[src/rtl/sxd_pkg.sv]
package sxd_pkg;

    localparam int unsigned HALF_W_DEF = 16;

    typedef enum logic [1:0] {
        UP_SIGN  = 2'd0,
        UP_SLOT  = 2'd1,
        UP_RIGHT = 2'd2
    } upper_src_e;

    function automatic int unsigned sel_bits(input int unsigned n);
        return (n < 2) ? 1 : $clog2(n);
    endfunction

endpackage

[src/rtl/sxd_slot_rank.sv]
module sxd_slot_rank #(
    parameter int unsigned WORDS  = 8,
    parameter int unsigned RANK_W = 4
) (
    input  logic [WORDS-1:0]        flag_i,
    output logic [WORDS*RANK_W-1:0] rank_o
);
    // Rank of word i: how many flagged words sit below it.
    always_comb begin : prefix_count
        logic [RANK_W-1:0] acc;
        acc = '0;
        for (int i = 0; i < WORDS; i++) begin
            rank_o[i*RANK_W +: RANK_W] = acc;
            acc = acc + {{(RANK_W-1){1'b0}}, flag_i[i]};
        end
    end
endmodule

[src/rtl/sxd_word_rebuild.sv]
module sxd_word_rebuild
    import sxd_pkg::*;
#(
    parameter int unsigned HALF_W = HALF_W_DEF,
    parameter int unsigned SLOTS  = 2,
    parameter int unsigned RANK_W = 4
) (
    input  logic [HALF_W-1:0]       lo_i,
    input  logic                    sign_i,
    input  logic                    flag_i,
    input  logic                    packed_i,
    input  logic [HALF_W-1:0]       right_i,
    input  logic [RANK_W-1:0]       rank_i,
    input  logic [SLOTS*HALF_W-1:0] slots_i,
    output logic [2*HALF_W-1:0]     word_o,
    output upper_src_e              src_o
);
    logic [HALF_W-1:0] slot_data;
    logic              slot_hit;
    logic [HALF_W-1:0] upper;

    always_comb begin
        slot_data = '0;
        slot_hit  = 1'b0;
        for (int s = 0; s < SLOTS; s++) begin
            if (rank_i == RANK_W'(s)) begin
                slot_data = slots_i[s*HALF_W +: HALF_W];
                slot_hit  = 1'b1;
            end
        end
    end

    always_comb begin
        if (!packed_i) begin
            src_o = UP_RIGHT;
            upper = right_i;
        end else if (flag_i && slot_hit) begin
            src_o = UP_SLOT;
            upper = slot_data;
        end else begin
            src_o = UP_SIGN;
            upper = {HALF_W{sign_i}};
        end
    end

    assign word_o = {upper, lo_i};
endmodule

[src/rtl/signfill_line_expander.sv]
module signfill_line_expander
    import sxd_pkg::*;
#(
    parameter int unsigned WORDS  = 8,
    parameter int unsigned SLOTS  = 2,
    parameter int unsigned HALF_W = HALF_W_DEF,
    parameter int unsigned SEL_W  = sel_bits(WORDS)
) (
    input  logic                      clk,
    input  logic                      rst,
    input  logic [WORDS*HALF_W-1:0]   lo_half_i,
    input  logic [WORDS-1:0]          sign_i,
    input  logic [SLOTS*HALF_W-1:0]   ovf_slot_i,
    input  logic [WORDS-1:0]          ovf_flag_i,
    input  logic                      line_packed_i,
    input  logic [WORDS*HALF_W-1:0]   right_half_i,
    input  logic [SEL_W-1:0]          word_sel_i,
    output logic [WORDS*2*HALF_W-1:0] line_o,
    output logic [2*HALF_W-1:0]       word_o,
    output logic                      right_needed_o
);
    localparam int unsigned W2     = 2 * HALF_W;
    localparam int unsigned RANK_W = $clog2(WORDS + 1);

    logic [WORDS*RANK_W-1:0] rank;
    logic [WORDS*W2-1:0]     line_next;
    upper_src_e              src [WORDS];

    sxd_slot_rank #(.WORDS(WORDS), .RANK_W(RANK_W)) u_rank (
        .flag_i (ovf_flag_i),
        .rank_o (rank)
    );

    for (genvar i = 0; i < WORDS; i++) begin : g_word
        sxd_word_rebuild #(.HALF_W(HALF_W), .SLOTS(SLOTS), .RANK_W(RANK_W)) u_word (
            .lo_i     (lo_half_i[i*HALF_W +: HALF_W]),
            .sign_i   (sign_i[i]),
            .flag_i   (ovf_flag_i[i]),
            .packed_i (line_packed_i),
            .right_i  (right_half_i[i*HALF_W +: HALF_W]),
            .rank_i   (rank[i*RANK_W +: RANK_W]),
            .slots_i  (ovf_slot_i),
            .word_o   (line_next[i*W2 +: W2]),
            .src_o    (src[i])
        );
    end

    always_ff @(posedge clk) begin
        if (rst) begin
            line_o         <= '0;
            word_o         <= '0;
            right_needed_o <= 1'b0;
        end else begin
            line_o         <= line_next;
            word_o         <= line_next[word_sel_i*W2 +: W2];
            right_needed_o <= !line_packed_i;
        end
    end


    right_needed_chk: assert property (@(posedge clk) disable iff (rst)
        1'b1 |=> (right_needed_o == !$past(line_packed_i)));


    word_pick_chk: assert property (@(posedge clk) disable iff (rst)
        1'b1 |=> (word_o == line_o[$past(word_sel_i)*W2 +: W2]));

    for (genvar i = 0; i < WORDS; i++) begin : g_chk

        low_pass_chk: assert property (@(posedge clk) disable iff (rst)
            1'b1 |=> (line_o[i*W2 +: HALF_W] == $past(lo_half_i[i*HALF_W +: HALF_W])));


        sign_fill_chk: assert property (@(posedge clk) disable iff (rst)
            (line_packed_i && !ovf_flag_i[i]) |=>
                (line_o[i*W2 + HALF_W +: HALF_W] == {HALF_W{$past(sign_i[i])}}));


        right_src_chk: assert property (@(posedge clk) disable iff (rst)
            (!line_packed_i) |=>
                (line_o[i*W2 + HALF_W +: HALF_W] == $past(right_half_i[i*HALF_W +: HALF_W])));


        slot_only_flagged_chk: assert property (@(posedge clk) disable iff (rst)
            (src[i] == UP_SLOT) |-> (line_packed_i && ovf_flag_i[i]));
    end
endmodule

[config.mk]
export PLATFORM = sky130hd
export DESIGN_NAME = signfill_line_expander
export DESIGN_NICKNAME = d
export VERILOG_FILES = /design/src/rtl/sxd_pkg.sv /design/src/rtl/sxd_slot_rank.sv /design/src/rtl/sxd_word_rebuild.sv /design/src/rtl/signfill_line_expander.sv
export SDC_FILE = /design/constraint.sdc
export NUM_CORES = 1
export LEC_CHECK = 0
export BUFFER_PORTS_ARGS = -buffer_cell sky130_fd_sc_hd__buf_2
export CORE_AREA = 2 2 234 236
export CTS_BUF_LIST = sky130_fd_sc_hd__clkbuf_4 sky130_fd_sc_hd__clkbuf_8
export DETAILED_ROUTE_END_ITERATION = 10
export DIE_AREA = 0 0 236 238
export SYNTH_ARGS = -nofsm -noshare
export SYNTH_HDL_FRONTEND = slang
export SYNTH_SLANG_ARGS = --single-unit
[constraint.sdc]
create_clock -name clk -period 4.9 [get_ports clk]
set_input_delay 0.245 -clock clk [delete_from_list [all_inputs] [get_ports clk]]
set_output_delay 0.245 -clock clk [all_outputs]
set_load 0.01 [all_outputs]
# After elaboration in Yosys (flattened, before gate mapping)

Index checks and enable logic that the tools add are counted.

$add $sub $neg: 6
Equal/unequal tests: 6
Shifts and indexed selects: 1
Mux-type cells: 44
Reductions and logical operators: 15

Operators by type and width:

| cell                                                                   | count |
|---|---|
| 16-bit two-way mux                                                     | 30 |
| 256-bit by 9-bit indexed part select with 32-bit output                | 1 |
| 4-bit logical NOT                                                      | 7 |
| 4-bit by 1-bit adder with 4-bit output                                 | 5 |
| 4-bit by 1-bit equality test with 1-bit output (second input constant) | 5 |
| 1-bit two-way mux                                                      | 14 |
| 1-bit logical AND                                                      | 7 |
| 1-bit by 1-bit adder with 2-bit output                                 | 1 |
| 2-bit by 1-bit equality test with 1-bit output (second input constant) | 1 |
| 1-bit logical NOT                                                      | 1 |

Register bits after elaboration: 289
Output and inout port bits: 289
Word-level logic and storage cells: 75

# Depth between registers and ports, before layout

Gate-level depths: netlist (run 1).

Word-level depth: 13
Mapped depth: 16
Gate-level depth less buffers: 12

# Cells and area by module

A second synthesis (run 1) with hierarchy kept.

Cells, all modules: 1,377
Area, all modules: 15,247.1 µm²

By module, submodules not included:

| module                 | instances | cells each | area an instance (µm²) |
|---|---|---|---|
| signfill_line_expander | 1         | 724        | 9,567.9 |
| sxd_word_rebuild       | 8         | 75         | 648.1 |
| sxd_slot_rank          | 1         | 53         | 494.2 |

# Worst setup path before layout (run 1)

OpenSTA, ideal clock, no wires.

Kind: input to register
Start: input port ovf_flag_i[0]
End: register word_o[31]
Library setup time: 0.058 ns
Arrival: 3.716 ns
Data required time: 4.842 ns
Path slack: 1.126 ns
Cell stages on the path: 14
Path buffers: 3
Cells stage by stage: clkbuf_1 clkbuf_1 clkbuf_1 inv_1 ha_1 ha_1 nand2_1 o32ai_4 nor2_2 xor3_2 a211oi_2 or3_1 a2111oi_0 or2_1

Longest elaborated chain between the ends: 13
Elaborated cells between the ends (all ways): 71

Ends and longest elaborated chain:

| element                                                     | line                         | text |
|---|---|---|
| start, declared                                             | signfill_line_expander.sv:14 | `input logic [WORDS-1:0] ovf_flag_i,` |
| 1-bit by 1-bit adder with 2-bit output                      | sxd_slot_rank.sv:14          | `acc = acc + {{(RANK_W-1){1'b0}}, flag_i[i]};` |
| 4-bit by 1-bit adder with 4-bit output (5 in a row)         | sxd_slot_rank.sv:14          |  |
| 4-bit logical NOT                                           | sxd_word_rebuild.sv:26       | `if (rank_i == RANK_W'(s)) begin` |
| 1-bit two-way mux (2 in a row)                              | sxd_word_rebuild.sv:26       |  |
| 1-bit logical AND                                           | sxd_word_rebuild.sv:37       | `end else if (flag_i && slot_hit) begin` |
| 16-bit two-way mux                                          | sxd_word_rebuild.sv:37       |  |
| 16-bit two-way mux                                          | sxd_word_rebuild.sv:34       | `if (!packed_i) begin` |
| 256-bit by 9-bit indexed part select with 32-bit output (*) | signfill_line_expander.sv:55 | `word_o <= line_next[word_sel_i*W2 +: W2];` |
| end signal, assigned                                        | signfill_line_expander.sv:55 |  |
| end, declared                                               | signfill_line_expander.sv:19 | `output logic [2*HALF_W-1:0] word_o,` |

Mark *: on every way between the ends. The rest lies on a longest branch, timed or not.
A chain may end at the register's enable or synchronous reset.

# Final worst setup path (run 1)

Start: input port ovf_flag_i[0]
End: register line_o[223]

Longest elaborated chain between the ends: 11
Elaborated cells between the ends (all ways): 14

Ends and longest elaborated chain:

| element                                                 | line                         | text |
|---|---|---|
| 1-bit by 1-bit adder with 2-bit output (*)              | sxd_slot_rank.sv:14          |  |
| 4-bit by 1-bit adder with 4-bit output (*) (4 in a row) | sxd_slot_rank.sv:14          |  |
| 4-bit logical NOT                                       | sxd_word_rebuild.sv:26       |  |
| 1-bit two-way mux (2 in a row)                          | sxd_word_rebuild.sv:26       |  |
| 1-bit logical AND                                       | sxd_word_rebuild.sv:37       |  |
| 16-bit two-way mux (*)                                  | sxd_word_rebuild.sv:37       |  |
| 16-bit two-way mux (*)                                  | sxd_word_rebuild.sv:34       |  |
| end signal, assigned                                    | signfill_line_expander.sv:54 | `line_o <= line_next;` |
| end, declared                                           | signfill_line_expander.sv:18 | `output logic [WORDS*2*HALF_W-1:0] line_o,` |

Marked as above.

==> results of run 1 <==
layout by cell type, fill, tap and decap left out, types with 17 or more instances in the layout:
cell / count
nand2_1: 132
a211o_1: 17
o211ai_1: 31
o21ai_0: 18
mux4_2: 33
mux2_2: 19
and3_1: 46
clkbuf_8: 65
nor2b_1: 165
nand4_1: 17
mux2i_1: 65
dfxtp_1: 289
buf_2: 594
dlygate4sd3_1: 250
buf_4: 37
nor2_1: 151
nand3_1: 49
nor3_1: 19
a21oi_1: 127
a31oi_1: 31
worst max-delay path, delay by kind of cell:
family	cells	cell delay, ps
adder cells (fa/ha/maj)	4	1510
buffers and inverters	3	930
AND/OR/NAND/NOR	1	530
AO/OA/AOI/OAI	4	600
XOR/XNOR	2	400
worst paths after layout:
check / from / end / slack, ps / cells past startpoint
max: ovf_flag_i[0] / line_o[223] / 1250 / 14
min: right_half_i[86] / line_o[182] / 50 / 4
metrics by stage:
stage / worst slack, ps / instances
floorplan: 1130 / 1511
global placement: 754 / 2701
detailed placement: 655 / 2701
CTS: 1330 / 3038
global route: 1170 / 3045
finish: 1250 / 3047
metal layers:
layer  GRT usage (%)  up-vias  wire, um
li1                -     6966         -
met4            11.6        2      3430
met3            6.57      152      6530
met1            28.2     7242     27300
met2            44.1      953     35800
met5               0        -        12
registers in the layout, summed over array words and instances, names as in the netlist:
name,flops
word_o,32
right_needed_o,1
line_o,256
cell families after synthesis:
kind of cell | share of synthesized area, %
AO/OA/AOI/OAI | 17.1
XOR/XNOR | 0.488
adder cells (fa/ha/maj) | 1.25
buffers and inverters | 4.35
flip-flops | 42.6
multiplexers | 12.0
AND/OR/NAND/NOR | 22.3
power by group through the flow:
stage	combinational, mW	clock (mW)	sequential [mW]
floorplan	0.881	0	2.73
global placement	1.70	0	2.66
detailed placement	1.71	0	2.66
CTS	1.89	2.55	2.61
global route	2.03	2.64	2.62
finish	1.90	2.48	2.61
cell type report:
| cell class | count | share of cell area, % |
|---|---|---|
| multi-input combinational | 1076 | 34.7 |
| sequential | 289 | 27.8 |
| tap | 696 | 4.18 |
| clock inverter | 10 | 0.565 |
| inverter | 7 | 0.132 |
| clock buffer | 77 | 4.73 |
| antenna | 9 | 0.108 |
| timing repair buffer | 883 | 27.8 |
timing repair:
action,in CTS,in global routing
hold buffers,250,0
buffers inserted,0,0
hold endpoints to repair,249,0
==> flow_summary.yaml, run 1 <==
outcome:
  status: "completed"
clock_tree:
  tritoncts: "yes"
  clkTransAtPathRegs_ps: 70
  cts_buffer_depth: 3
  cts_buffers: 52
  numClockSinks: 289
  cts_root_buf: "clkbuf_8"
  cts_max_level: 2
  ctsResizeCount: 0
floorplanning:
  rows: 85
  ioPinCount: 599
  die_h_um: 238
  die_w_um: 236
  start_util_pct: 25.4
  core-area_sq_um: 53500
  dieArea_sq_um: 56200
yosys:
  post-synth-top-count-cell: "dfxtp_1"
  yosysSeqAreaShare_pct: 42.6
  syn_area_sq_um: 13600
  synth-seq-cells: 289
  synth_top_cell_area_share_pct: 42.6
  synth-edff-count: 0
  syn_avg_cell_area_sq_um: 8.99
  yosysTopAreaCell: "dfxtp_1"
  synthesis.nets: 1834
  synthCells: 1511
  ys_top_cells_by_count: "dfxtp_1 (289), nor2b_1 (165), nor2_1 (152)"
  synthTopCellsByArea: "dfxtp_1 (43%), nor2b_1 (7.6%), mux4_2 (5.5%)"
  ys_types: 68
  async_flop_share_pct: 0
  yosysWarnings: 0
  ys.flop_type: "dfxtp_1"
timing:
  rsz0062_at_grt: "false"
  finalSetupViolations: 0
  tightest_slew_ps: 1060
  fin_crit_sh_pct: 74.6
  fin_tns_setup_ps: 0
  max-slew-margin-rel_pct: 29.6
  finalMaxSlewViolations: 0
  hold_slack_ps: 53.6
  hold_viol: 0
  clock.fmax_mhz: 274
  min_period_ps: 3650
power:
  ir_drop_mv: 0.249
  swShare_pct: 32.5
  seqPwrFrac_pct: 37.3
  p_int_mw: 4.72
  leakage_nw: 9.53
  power.switching_mw: 2.27
  p_clk_share_pct: 35.5
  pwr-share-comb_pct: 27.1
  power_density_nw_per_um2: 336
  p_total_mw: 6.99
cells_and_area:
  fillers: 5353
  layout.nets: 2632
  utilization_pct: 38.9
  syn2layout_area_growth_pct: 53.3
  multi_input_area_sq_um: 7220
  post_route_cells_drive_above_1_share_pct: 34.5
  regArea_sq_um: 5790
  final_area_sq_um: 20800
detailed_routing:
  wire_per_inst_um: 24.0
  route.vias.total: 15300
  drc: 0
  drt.antenna.violating_nets: 0
  drt_iter0_drc: 1103
  viasPerCell: 5.03
  routed_wl_mm: 73.0
  firstDrtPassIters: 6
global_routing:
  grt-ovfl-total: 0
  grt_max_degree: 140
  grt_pass1_wl_mm: 105
  gr-usage-all-layers_pct: 25.0
  antenna_found_initial: 16
  grt_pass1_vias: 15600
setup_path:
  crit_path_start_kind: "input port"
  critical_path_class: "in2reg"
  arrival_ps: 4230
  crit_chain: "buf_2 > fa_1 > ha_1 > ha_1 > ha_1 > xnor2_2 > xnor2_2 > or4_4 > o31ai_4 > o21a_1 > buf_4 > o211ai_1 > a21oi_1 > dlygate4sd3_1"
  critPathMostFrequentCell: "ha_1"
  cp_max_fo: 17
  max_stage_delay_ps: 550
  required_ps: 5470
  crit_slowest_cell: "fa_1"
  endpoint_kind: "flop"
place:
  place_hpwl_mm: 54.3
  placed_area_sq_um: 17200
  routabilityCongestion: 0.940
  io_buffers: 598
worst_hold_path:
  hold_class: "in2reg"
run:
  drv_cap: 0
(Power assumes the default switching activity.)
==> run 2: changes to the inputs <==
==> constraint.sdc (replaced) <==
create_clock -name clk -period 3.5 [get_ports clk]
set_input_delay 0.175 -clock clk [delete_from_list [all_inputs] [get_ports clk]]
set_output_delay 0.175 -clock clk [all_outputs]
set_load 0.01 [all_outputs]
==> run 2 against run 1 <==
  * Worst setup slack got worse by 1200 ps
  * Sequential share of layout area fell by 1.5 points
  * Final area rose by 5.6%
  * Critical endpoint is now line_o[222]
==> flow_summary.yaml, run 2 (same netlist as run 1, synthesis figures left out) <==
power:
  ir_drop_mv: 0.296
  p_int_mw: 6.97
  swShare_pct: 31.7
  power_density_nw_per_um2: 464
  p_clk_share_pct: 35.8
  leakage_nw: 10.2
  seqPwrFrac_pct: 35.8
  p_total_mw: 10.2
  power.switching_mw: 3.23
  pwr-share-comb_pct: 28.4
timing:
  tightest_slew_ps: 1130
  fin_tns_setup_ps: 0
  fin_crit_sh_pct: 98.5
  finalSetupViolations: 0
  hold_slack_ps: 72.0
  rsz0062_at_grt: "true"
  clock.fmax_mhz: 290
  hold_viol: 0
  finalMaxSlewViolations: 0
  min_period_ps: 3450
  max-slew-margin-rel_pct: 24.6
floorplanning:
  die_h_um: 238
  dieArea_sq_um: 56200
  ioPinCount: 599
  rows: 85
  die_w_um: 236
  core-area_sq_um: 53500
  start_util_pct: 25.4
place:
  routabilityCongestion: 0.962
  place_hpwl_mm: 55.5
  io_buffers: 598
clock_tree:
  cts_buffers: 52
  cts_max_level: 2
  tritoncts: "yes"
  cts_setup_buffers: 0
  cts_root_buf: "clkbuf_8"
  numClockSinks: 289
  clkTransAtPathRegs_ps: 60
  cts_buffer_depth: 3
detailed_routing:
  drt.antenna.violating_nets: 0
  viasPerCell: 4.92
  drc: 0
  wire_per_inst_um: 23.2
  drt_iter0_drc: 971
  firstDrtPassIters: 5
  route.vias.total: 15600
  routed_wl_mm: 73.7
cells_and_area:
  largest_register_ffs: 256
  regMostFlops: "line_o"
  final_cell_mix: "buf_2 (594), dlygate4sd3_1 (295), dfxtp_1 (289)"
  syn2layout_area_growth_pct: 61.9
  layout_commonest_cell: "buf_2"
  post_route_cells_drive_above_1_share_pct: 36.2
  fillers: 5305
  layout.nets: 2746
  top_regs: "line_o: 256 flops, word_o: 32 flops, right_needed_o: 1 flops"
setup_path:
  max_stage_delay_ps: 590
  critical_path_class: "in2reg"
  arrival_ps: 4040
  crit_slowest_cell: "fa_2"
  crit_chain: "buf_2 > fa_2 > ha_2 > ha_2 > buf_4 > nand4_1 > o32ai_4 > buf_4 > or4_4 > o31ai_4 > buf_6 > o21a_2 > o21a_1 > buf_12 > a22oi_1 > nor2_1 > dlygate4sd3_1"
  cp_max_fo: 21
  required_ps: 4090
  endpoint_kind: "flop"
  crit_path_start_kind: "input port"
outcome:
  status: "completed"
run:
  drv_cap: 0
global_routing:
  grt_pass1_wl_mm: 105
  grt_pass1_vias: 16000
  gr-usage-all-layers_pct: 25.2
  grt_max_degree: 87
  grt-ovfl-total: 0
  antenna_found_initial: 15
worst_hold_path:
  hold_class: "in2reg"
  holdPathStages: 5
run 2: changes by cell type in the layout (fill, tap and decap cells not counted), moves of 2 or more:
cell and delta:
ha_2 +3, clkbuf_4 +5, dlygate4sd3_1 +45, buf_6 +3
ha_1 -4, a31oi_2 +2, buf_4 +59, clkbuf_8 -2
bufinv_16 +2, a31oi_1 -2, buf_12 +7
run 2: final cells by class:
type                       instances  area, sq um  area share (%)
multi-input combinational       1076         7260            33.0
timing repair buffer             997         6860            31.2
sequential                       289         5790            26.3
clock buffer                      80          995            4.52
tap                              696          871            3.96
clock inverter                    13          171           0.780
inverter                           7         28.8           0.131
antenna                           10         25.0           0.114
run 2: metrics by stage:
stage	setup WS, ps	cells	utilization, %	cell area (sq um)
CTS	23.8	3161	41.0	21900
floorplan	19.9	1511	-	13600
finish	50.8	3168	41.1	22000
detailed placement	-338	2770	33.2	17800
global route	-48.6	3166	41.1	22000
global placement	-264	2770	33.2	17800
run 2: worst paths after layout:
path           to          start  slack (ps)
max   line_o[222]  ovf_flag_i[2]          50
min    line_o[19]  ovf_slot_i[3]          70
run 2: routing by layer:
metal	routed length [um]	vias up	global-route usage (%)
li1	-	7187	-
met1	27300	7420	27.3
met5	34	-	0
met3	6070	170	6.70
met2	36800	816	45.6
met4	3460	6	11.9
run 2: power groups by stage:
stage               logic [mW]  registers, mW  clock network, mW
global route              3.10           3.67               3.87
finish                    2.90           3.65               3.65
floorplan                 1.23           3.82                  0
detailed placement        2.55           3.72                  0
global placement          2.55           3.72                  0
CTS                       2.86           3.65               3.73
run 2: critical path, delay by kind of cell:
| family | cells | cell delay (ps) |
|---|---|---|
| AOI/OAI and AO/OA | 5 | 680 |
| adders and majority gates | 3 | 1070 |
| buffers and inverters | 6 | 1310 |
| and+or+nand+nor | 3 | 760 |
run 2: what timing repair did:
item | in CTS | in global routing
endpoints found under the hold margin | 261 | 0
gates resized for setup | 0 | 13
hold buffers | 298 | 0
setup endpoints to repair | 0 | 5
==> run 3: changes to the inputs <==
--- a/config.mk
+++ b/config.mk
@@ -10,6 +10,7 @@
 export CTS_BUF_LIST = sky130_fd_sc_hd__clkbuf_4 sky130_fd_sc_hd__clkbuf_8
 export DETAILED_ROUTE_END_ITERATION = 10
 export DIE_AREA = 0 0 236 238
+export SETUP_SLACK_MARGIN = 0.15
 export SYNTH_ARGS = -nofsm -noshare
 export SYNTH_HDL_FRONTEND = slang
 export SYNTH_SLANG_ARGS = --single-unit
==> run 3 against run 2 <==
  * Fmax increased by 6.9%
  * Total power is 0.17% lower
  * Sequential power hardly changed
  * Sequential share of layout area is 0.14 points higher
  * Combinational power about the same
  * Sequential cell count unchanged
==> flow_summary.yaml, run 3 (same netlist as run 1, synthesis figures left out) <==
outcome:
  status: "completed"
timing:
  hold_viol: 0
  clock.fmax_mhz: 310
  rsz0062_at_grt: "false"
  max-slew-margin-rel_pct: 43.6
  finalMaxSlewViolations: 0
  finalSetupViolations: 0
  fin_crit_sh_pct: 92.2
  min_period_ps: 3230
  fin_tns_setup_ps: 0
  tightest_slew_ps: 845
global_routing:
  antenna_found_initial: 14
  gr-usage-all-layers_pct: 25.2
  grt_max_degree: 130
  grt_use_met1_pct: 28.4
  grt_pass1_vias: 16300
  grt_pass1_wl_mm: 106
  grt_use_met2_pct: 44.9
  top_usage_layer: "met2"
  grt-ovfl-total: 0
  met3_usage_pct: 5.92
cells_and_area:
  syn2layout_area_growth_pct: 61.0
  regArea_sq_um: 5790
  regMostFlops: "line_o"
  largest_register_ffs: 256
  multi_input_area_sq_um: 7270
  layout.nets: 2729
  fillers: 5302
  top_regs: "line_o: 256 flops, word_o: 32 flops, right_needed_o: 1 flops"
  final_cells: 3155
  final_cell_mix: "buf_2 (594), dfxtp_1 (289), dlygate4sd3_1 (286)"
  layout_commonest_cell: "buf_2"
  post_route_cells_drive_above_1_share_pct: 36.1
power:
  seqPwrFrac_pct: 35.9
  swShare_pct: 32.2
  power.switching_mw: 3.28
  ir_drop_mv: 0.313
  leakage_nw: 10.1
  power_density_nw_per_um2: 465
  p_clk_share_pct: 35.8
  pwr-share-comb_pct: 28.3
  p_int_mw: 6.90
clock_tree:
  cts_buffer_depth: 3
  cts_max_level: 2
  cts_buffers: 53
  numClockSinks: 289
  tritoncts: "yes"
  clkTransAtPathRegs_ps: 60
  cts_root_buf: "clkbuf_8"
floorplanning:
  ioPinCount: 599
  dieArea_sq_um: 56200
  die_h_um: 238
  rows: 85
  start_util_pct: 25.4
  die_w_um: 236
  core-area_sq_um: 53500
detailed_routing:
  routed_wl_mm: 73.9
  viasPerCell: 4.97
  route.vias.total: 15700
  wire_per_inst_um: 23.4
  drc: 0
  drt_iter0_drc: 994
  drt.antenna.violating_nets: 0
  firstDrtPassIters: 5
run:
  drv_cap: 0
place:
  routabilityCongestion: 0.937
  io_buffers: 598
  place_hpwl_mm: 55.7
  placedCellCount: 2759
setup_path:
  arrival_ps: 3830
  cp_max_fo: 26
  endpoint_kind: "flop"
  critical_path_class: "in2reg"
  crit_path_start_kind: "input port"
  required_ps: 4100
worst_hold_path:
  holdPathStages: 4
  min_from: "word_sel_i[2]"
  holdPathEnd: "word_o[17]"
  hold_class: "in2reg"
run 3: changes by cell type in the layout (fill, tap and decap cells not counted), moves of 2 or more:
cell and delta:
buf_4 -8, clkbuf_4 -5, ha_2 -2, clkinv_2 +4
a31oi_1 +2, clkbuf_8 +6, a31oi_2 -3, ha_4 +2
dlygate4sd3_1 -9, bufinv_16 -2, buf_6 -2
run 3: metrics by stage:
| stage | instance area, sq um | setup slack (ps) | hold slack, ps | total power [mW] | utilization [%] |
|---|---|---|---|---|---|
| 5_1_grt | 21900 | 158 | 42.2 | 10.6 | 40.9 |
| 3_3_place_gp | 17800 | -177 | 397 | 6.27 | 33.2 |
| 6_report | 21900 | 273 | 49.1 | 10.2 | 40.9 |
| 3_5_place_dp | 17800 | -228 | 407 | 6.29 | 33.2 |
| 2_1_floorplan | 13600 | 162 | 303 | 5.07 | - |
| 4_1_cts | 21800 | 186 | 2.10 | 10.2 | 40.8 |
run 3: per-layer routing:
layer | vias to the layer above | wire (um)
met5 | - | 0
met4 | 0 | 3700
li1 | 7164 | -
met1 | 7541 | 28300
met3 | 175 | 5250
met2 | 796 | 36600
run 3: cell type report:
cell class / count / area share [%]
clock buffer: 81 / 4.75
clock inverter: 16 / 0.658
sequential: 289 / 26.5
multi-input combinational: 1076 / 33.2
inverter: 7 / 0.132
tap: 696 / 3.98
antenna: 11 / 0.126
timing repair buffer: 979 / 30.6
run 3: worst max path at each step:
stage | to | cells after the start | slack [ps] | startpoint
6_report | line_o[221] | 15 | 270 | ovf_flag_i[0]
5_1_grt | line_o[222] | 15 | 160 | ovf_flag_i[0]
4_1_cts | line_o[222] | 15 | 190 | ovf_flag_i[0]
3_5_place_dp | line_o[246] | 12 | -230 | ovf_flag_i[0]
3_3_place_gp | word_o[31] | 13 | -180 | ovf_flag_i[0]
2_1_floorplan | word_o[31] | 12 | 160 | ovf_flag_i[0]
run 3: power groups by stage:
stage / clock network [mW] / registers (mW) / logic [mW]
global route: 3.86 / 3.67 / 3.08
floorplan: 0 / 3.82 / 1.25
detailed placement: 0 / 3.72 / 2.57
global placement: 0 / 3.72 / 2.55
CTS: 3.73 / 3.66 / 2.86
finish: 3.64 / 3.65 / 2.88
run 3: timing repair:
| action | in CTS | in global routing |
|---|---|---|
| setup endpoints to repair | 0 | 3 |
| endpoints found under the hold margin | 273 | 0 |
| setup buffers | 0 | 2 |
| resized for setup | 0 | 2 |
| hold buffers | 286 | 0 |
run 3: critical path: stages:
cell and delay, ps:
buf_2 120, fa_1 620, ha_2 330, ha_4 180
ha_4 160, xnor2_2 140, xnor2_2 160, or4_4 500
o31ai_4 90, o21a_2 230, o21a_1 170, buf_12 180
a22oi_1 80, dlygate4sd3_1 590, nor2_1 80
